File: src/rtl/pwr_req_pkg.sv
package pwr_req_pkg;
  // host-side register map
  localparam int HA_CFG    = 0;
  localparam int HA_SLP    = 1;
  localparam int CFG_MODE  = 0;
  localparam int CFG_POFF  = 1;
  // core-side register map
  localparam int CA_STAT   = 0;
  localparam int CA_EN     = 1;
  localparam int CA_MODE   = 2;

  // event index helpers: S0..Sn first, then mode change, then power off
  function automatic int ev_mode(input int nslp);
    return nslp + 1;
  endfunction

  function automatic int ev_poff(input int nslp);
    return nslp + 2;
  endfunction
endpackage

File: src/rtl/pwr_host_side.sv
module pwr_host_side
  import pwr_req_pkg::*;
#(
  parameter int NSLP = 5,
  parameter int DW   = 8,
  parameter int AW   = 2,
  localparam int NEV = NSLP + 3
) (
  input  logic          clk,
  input  logic          rst,
  input  logic          h_wr,
  input  logic [AW-1:0] h_addr,
  input  logic [DW-1:0] h_wdata,
  output logic [DW-1:0] h_rdata,
  output logic          mode_o,
  output logic [NEV-1:0] set_o
);
  logic            mode_q;
  logic            poff_q;
  logic [NSLP-1:0] slp_q;
  logic            cfg_wr;
  logic            slp_wr;

  assign cfg_wr = h_wr && (h_addr == AW'(HA_CFG));
  assign slp_wr = h_wr && (h_addr == AW'(HA_SLP));

  always_ff @(posedge clk) begin
    if (rst) begin
      mode_q <= 1'b0;
      poff_q <= 1'b0;
      slp_q  <= '0;
    end else begin
      if (cfg_wr) begin
        mode_q <= h_wdata[CFG_MODE];
        poff_q <= h_wdata[CFG_POFF];
      end
      if (slp_wr) slp_q <= h_wdata[NSLP-1:0];
    end
  end

  // request pulses toward the core status bank
  assign set_o[0] = slp_wr && (h_wdata[NSLP-1:0] == '0);
  for (genvar k = 0; k < NSLP; k++) begin : g_slp
    assign set_o[k+1] = slp_wr && h_wdata[k];
  end
  assign set_o[ev_mode(NSLP)] = cfg_wr && (h_wdata[CFG_MODE] != mode_q);
  assign set_o[ev_poff(NSLP)] = cfg_wr && h_wdata[CFG_POFF];

  logic [DW-1:0] rd_n;
  always_comb begin
    rd_n = '0;
    if (h_addr == AW'(HA_CFG)) begin
      rd_n[CFG_MODE] = mode_q;
      rd_n[CFG_POFF] = poff_q;
    end else if (h_addr == AW'(HA_SLP)) begin
      rd_n[NSLP-1:0] = slp_q;
    end
  end

  always_ff @(posedge clk) begin
    if (rst) h_rdata <= '0;
    else     h_rdata <= rd_n;
  end

  assign mode_o = mode_q;
endmodule

File: src/rtl/pwr_evt_cell.sv
module pwr_evt_cell (
  input  logic clk,
  input  logic rst,
  input  logic set_i,
  input  logic clr_i,
  input  logic en_wr_i,
  input  logic en_val_i,
  output logic st_o,
  output logic en_o
);
  always_ff @(posedge clk) begin
    if (rst) begin
      st_o <= 1'b0;
      en_o <= 1'b0;
    end else begin
      if (en_wr_i) en_o <= en_val_i;
      if (set_i)      st_o <= 1'b1;   // host request wins over any clear
      else if (clr_i) st_o <= 1'b0;
    end
  end
endmodule

File: src/rtl/pwr_req_irq.sv
module pwr_req_irq
  import pwr_req_pkg::*;
#(
  parameter int NSLP = 5,
  parameter int DW   = 8,
  parameter int AW   = 2
) (
  input  logic          clk,
  input  logic          rst,
  input  logic          h_wr,
  input  logic [AW-1:0] h_addr,
  input  logic [DW-1:0] h_wdata,
  output logic [DW-1:0] h_rdata,
  input  logic          c_wr,
  input  logic [AW-1:0] c_addr,
  input  logic [DW-1:0] c_wdata,
  output logic [DW-1:0] c_rdata,
  output logic          irq
);
  localparam int NEV = NSLP + 3;

  logic [NEV-1:0] set_v;
  logic [NEV-1:0] clr_v;
  logic [NEV-1:0] stat_v;
  logic [NEV-1:0] en_v;
  logic           mode;
  logic           stat_wr;
  logic           en_wr;

  pwr_host_side #(.NSLP(NSLP), .DW(DW), .AW(AW)) host_i (
    .clk     (clk),
    .rst     (rst),
    .h_wr    (h_wr),
    .h_addr  (h_addr),
    .h_wdata (h_wdata),
    .h_rdata (h_rdata),
    .mode_o  (mode),
    .set_o   (set_v)
  );

  assign stat_wr = c_wr && (c_addr == AW'(CA_STAT));
  assign en_wr   = c_wr && (c_addr == AW'(CA_EN));

  for (genvar i = 0; i < NEV; i++) begin : g_ev
    assign clr_v[i] = (stat_wr && c_wdata[i]) || (en_wr && !c_wdata[i]);
    pwr_evt_cell cell_i (
      .clk      (clk),
      .rst      (rst),
      .set_i    (set_v[i]),
      .clr_i    (clr_v[i]),
      .en_wr_i  (en_wr),
      .en_val_i (c_wdata[i]),
      .st_o     (stat_v[i]),
      .en_o     (en_v[i])
    );
  end

  logic [DW-1:0] crd_n;
  always_comb begin
    crd_n = '0;
    if (c_addr == AW'(CA_STAT))      crd_n[NEV-1:0] = stat_v;
    else if (c_addr == AW'(CA_EN))   crd_n[NEV-1:0] = en_v;
    else if (c_addr == AW'(CA_MODE)) crd_n[0]       = mode;
  end

  always_ff @(posedge clk) begin
    if (rst) begin
      c_rdata <= '0;
      irq     <= 1'b0;
    end else begin
      c_rdata <= crd_n;
      irq     <= |(stat_v & en_v);
    end
  end
endmodule

File: config.mk
export PLATFORM = sky130hd
export DESIGN_NAME = pwr_req_irq
export DESIGN_NICKNAME = d
export VERILOG_FILES = /design/src/rtl/pwr_req_pkg.sv /design/src/rtl/pwr_host_side.sv /design/src/rtl/pwr_evt_cell.sv /design/src/rtl/pwr_req_irq.sv
export SDC_FILE = /design/constraint.sdc
export NUM_CORES = 1
export LEC_CHECK = 0
export ABC_CLOCK_PERIOD_IN_PS = 2900
export BUFFER_PORTS_ARGS = -buffer_cell sky130_fd_sc_hd__buf_4
export CORE_MARGIN = 2
export CORE_UTILIZATION = 40
export CTS_BUF_LIST = sky130_fd_sc_hd__clkbuf_16
export DETAILED_ROUTE_END_ITERATION = 12
export PLACE_DENSITY_LB_ADDON = 0.25
export SYNTH_ARGS = -nofsm -noshare
export SYNTH_HDL_FRONTEND = slang
export SYNTH_SLANG_ARGS = --single-unit
File: constraint.sdc
create_clock -name clk -period 2.9 [get_ports clk]
set_clock_uncertainty 0.2 [all_clocks]
set_input_delay 0.87 -clock clk [delete_from_list [all_inputs] [get_ports clk]]
set_output_delay 0.87 -clock clk [all_outputs]
set_load 0.03 [all_outputs]
---- After elaboration in Yosys (flattened, before gate mapping) ----
Cells that the tools add are included.
W data, S select, Z words.
word-level totals
  flip-flop bits (word level) ............. 40
  input bits .............................. 24
  word-level logic and storage cells ...... 109
cells by class
  eq/ne operators ......................... 4
  multiplexer cells ....................... 22
  bitwise gates (word level) .............. 2
  reductions and logical operators ........ 57
operators by type and width
  cell                  count
  $logic_and A1 B1 Y1   28
  $mux W1               18
  $reduce_bool A2 Y1    8
  $and A8 B8 Y8         1
  $logic_not A1 Y1      8
  $logic_or A1 B1 Y1    8
  $mux W8               1
  $reduce_or A8 Y1      1
  $mux W7               1
  $logic_not A5 Y1      1
  $mux W5               1
  $eq A2 B1 Y1 const B  2
  $logic_not A2 Y1      2
  $reduce_or A3 Y1      1
  $eq A2 B2 Y1 const B  1
  $mux W2               1
  $ne A1 B1 Y1          1
  $not A1 Y1            1

---- Logic depth before layout (Yosys ltp) ----
  depth after elaboration ................. 6
  depth in mapped cells ................... 5
  depth with buffers taken out ............ 3

---- Hierarchy ----
Synthesis repeated with hierarchy kept, for this count alone.
unflattened totals
  cell total of the unflattened synthesis .. 171
  area, all modules ....................... 1661.6 µm²
modules (own cells, without submodules)
  module         times used  cells each  area an instance (µm²)  sequential area each (µm²)
  pwr_host_side  1           59          581.8                   240.2
  pwr_evt_cell   8           7           72.6                    40.0
  pwr_req_irq    1           56          499.2                   180.2

---- Worst setup path before layout ----
No wires, ideal clock.
  path kind ............................... input to register
  from .................................... input h_addr[0]
  to ...................................... register host_i.mode_q, in the netlist host_i.mode_o
  arrival time ............................ 1464 ps
  setup slack ............................. 1109 ps
  stages .................................. 4
  buffers on the path ..................... 1
  cell sequence ........................... buf_4 -> nor3b_4 -> mux2i_1 -> nor2_1
on the way
  word-level cells in the longest chain between the ends .. 2
RTL lines
  what                    line                 source
  start: declaration      pwr_req_irq.sv:11    input logic [AW-1:0] h_addr,
  $logic_not A2 Y1        pwr_host_side.sv:24  assign cfg_wr = h_wr && (h_addr == AW'(HA_CFG));
  $logic_and A1 B1 Y1     pwr_host_side.sv:24
  end signal: assignment  pwr_host_side.sv:34  mode_q <= h_wdata[CFG_MODE];
  end: declaration        pwr_host_side.sv:18  logic mode_q;
No other way between the ends.
A chain may end at the register's enable or synchronous reset.

---- Final worst setup path ----
  from .................................... input c_addr[0]
  to ...................................... register g_ev[4].cell_i.en_o
on the way
  word-level cells in the longest chain between the ends .. 2
RTL lines
  what                    line                source
  start: declaration      pwr_req_irq.sv:15   input logic [AW-1:0] c_addr,
  $eq A2 B1 Y1            pwr_req_irq.sv:42   assign en_wr = c_wr && (c_addr == AW'(CA_EN));
  $logic_and A1 B1 Y1     pwr_req_irq.sv:42
  end signal: assignment  pwr_evt_cell.sv:16  if (en_wr_i) en_o <= en_val_i;
  end: declaration        pwr_evt_cell.sv:9   output logic en_o
No other way between the ends.

==> metrics <==
Fillers=between 300 and 400; Clock Sinks=37; Seq pwr share=a little over two fifths; Mean Syn Cell Area=slightly below 10 sq um; Post-CTS Setup Bufs=0; final worst path period need=just over 2 ns; IO Pins=approximately 40; Die ar.=between 4000 and 5000 sq um; Hold Startpoint=host_i.slp_q[3]; routed via count=between 1000 and 1500; layout cell share with drive strength beyond 1=around 23%; DRC errors left=0; area of the multi-input gates=661 sq um; hold_buf cts=0; dpl cells=about 220; Sw Share=about 21%; CTS resizes=0; crit path launch type=input port; Logic pwr share=slightly above 8%; CTS tree=done; Hold Vio Cnt, Final=0; Post-Synthesis Cells=about 150; worst-path cell chain=buf_4 > nand3b_1 > mux2i_1 > nor2_1; ys async rst share=0%; Antenna diodes=0; antenna violations before repair=0; post-synthesis sequential area ratio=approximately 50%; PD cells=647 nW/um^2; worst r2r path cells=2; clk root buf=clkbuf_16; hold path depth=2; CTS max path bufs=2; worst rel slew slack=between 50 and 60%; Distinct cells, synth=27; most frequent cells in the layout=dfxtp_1, buf_4, mux2i_1, nor2_1, a21oi_1; WL final=2.93 mm; final setup violation count=0; IO buf count=34; CP Capture Type=register; # H-tree levels=2; fin cells=232; Wirelength per Cell=roughly 13 microns; width of the die=about 65 microns; most common cell after layout, fill and taps aside=dfxtp_1; Final Cycle Share=69.7%; critical path's largest stage delay=~0.48 ns; Int Power=between 900 and 1000 uW; RePlAce Congestion=approximately 0.79; CP Class=in2reg; register area=approximately 740 sq um; worst skew pair latency=0.28 ns; Worst Path Max Fanout=18; vias in the first global route=between 1000 and 1500; Synth Cell Area=roughly 1500 sq um; Worst-path clk slew=approximately 0.05 ns; Achievable Freq=495 MHz; CTS Buf Count=5; Critical Path AT=about 2 ns; unrepaired setup endpoints after global routing=no; grt ovf=0; router iterations before antenna repair=4; synth warn=0; result of the run=finished, final reports clean; Post-synth EDFFs=0; reg2reg end=irq; min-delay worst type=reg2reg; Setup TNS=0 ns; Worst IR Drop VDD=approximately 450 uV; clock share of power=48.3%; Hold Crit Endpoint=host_i.slp_q[3]; Slew @ Worst Pin=about 0.60 ns; nets=~210; Core Region=3610 sq um; DRT iter0 DRCs=about 70; Lkg Pwr=between 0.0008 and 0.0009 uW; Main synth FF type=dfxtp_1; Buf/Inv on CP=1; first-pass GRT wire length=4.96 mm; Slowest-stage cell, CP=nand3b_1; CP top delay family=simple AND/OR/NAND/NOR gates; Final ANT Viol Nets=0; Net Sw Power=250 uW; reg2reg start=g_ev[6].cell_i.st_o; post-DR vias/cell=between 4 and 5; GRT Total Usage=15.7%; chip height=64.9 microns; largest net degree at the start of global routing=30; Synth Register Bits=37; Starting Density=between 40% and 50%; Critical Path RT=2.85 ns; pins over their slew limit=0; R2R Setup Slk=1.88 ns; FP Rows=22; max-cap violation count=0; area grow syn2layout=26.5%; post-DP HPWL=roughly 2.0 mm
## worst reg2reg max path, stage by stage (launching register included)
cell and delay, ns:
dfxtp_1 0.31, a22oi_1 0.24, a41oi_1 0.14
## cells in the mapped netlist (2+ instances only)
library cell,n,area [sq um]
nand2b_1,2,12.5
o21ai_0,7,35.0
a21oi_1,14,70.1
xnor2_1,8,70.1
dfxtp_1,37,741
buf_4,5,37.5
a22oi_1,4,30.0
nor2_1,19,71.3
mux2i_1,19,190
clkbuf_1,2,7.51
nand3b_1,3,22.5
and3_1,3,18.8
nor3_1,3,15.0
buf_6,2,22.5
nand2_1,12,45.0
## logic make-up after synthesis
| group | share of synthesized area, % |
|---|---|
| buffers and inverters | 6.15 |
| and+or+nand+nor | 15.1 |
| muxes | 12.8 |
| AOI/OAI and AO/OA | 10.5 |
| xor gates and xnor gates | 5.31 |
| DFF | 49.9 |
| other | 0.252 |
## per-stage QoR
stage / hold slack [ns] / setup WS (ns) / area, sq um / utilization, % / power, uW
floorplan: 0.232 / 1.11 / 1490 / - / 608
global placement: 0.239 / 0.608 / 1720 / 47.6 / 637
detailed placement: 0.247 / 0.572 / 1720 / 47.6 / 639
CTS: 0.255 / 0.849 / 1880 / 52.1 / 1230
global route: 0.278 / 0.767 / 1880 / 52.1 / 1270
finish: 0.253 / 0.878 / 1880 / 52.1 / 1220
## cell type report
| type | instances | area share (%) |
|---|---|---|
| Tap cell | 48 | 3.20 |
| Clock inverter | 3 | 2.00 |
| Sequential cell | 37 | 39.4 |
| Multi-Input combinational cell | 105 | 35.2 |
| Clock buffer | 5 | 6.66 |
| Timing Repair Buffer | 34 | 13.6 |
## layer usage
metal	GRT usage (%)	share of wire, %	wire, microns
met1	18.7	44	1280
met2	25.1	49	1440
met3	4.34	5.4	158
met4	9.57	1.5	44
met5	0	0	0
## sequential cells by signal, summed over array words and instances (netlist names)
name,count
g_ev.cell_i.en_o,8
g_ev.cell_i.st_o,8
host_i.mode_o,1
host_i.slp_q,5
host_i.h_rdata,5
c_rdata,8
host_i.poff_q,1
irq,1
## how the worst max path moves through the flow
| stage | startpoint | to | slack [ns] | cells past startpoint |
|---|---|---|---|---|
| CTS | c_addr[0] | g_ev[4].cell_i.en_o | 0.85 | 4 |
| finish | c_addr[0] | g_ev[4].cell_i.en_o | 0.88 | 4 |
| detailed placement | c_addr[0] | g_ev[0].cell_i.en_o | 0.57 | 4 |
| global placement | c_addr[0] | g_ev[0].cell_i.en_o | 0.61 | 4 |
| global route | c_addr[0] | g_ev[4].cell_i.en_o | 0.77 | 4 |
| floorplan | h_addr[0] | host_i.mode_o | 1.11 | 4 |
## power by group through the flow
stage               clock network, uW  registers (uW)  logic, uW
floorplan                           0             542       65.4
global placement                    0             539       98.6
detailed placement                  0             540       99.6
CTS                               601             529        100
global route                      629             530        109
finish                            587             529       99.7
No activity file was read; power rests on OpenSTA's default activity.
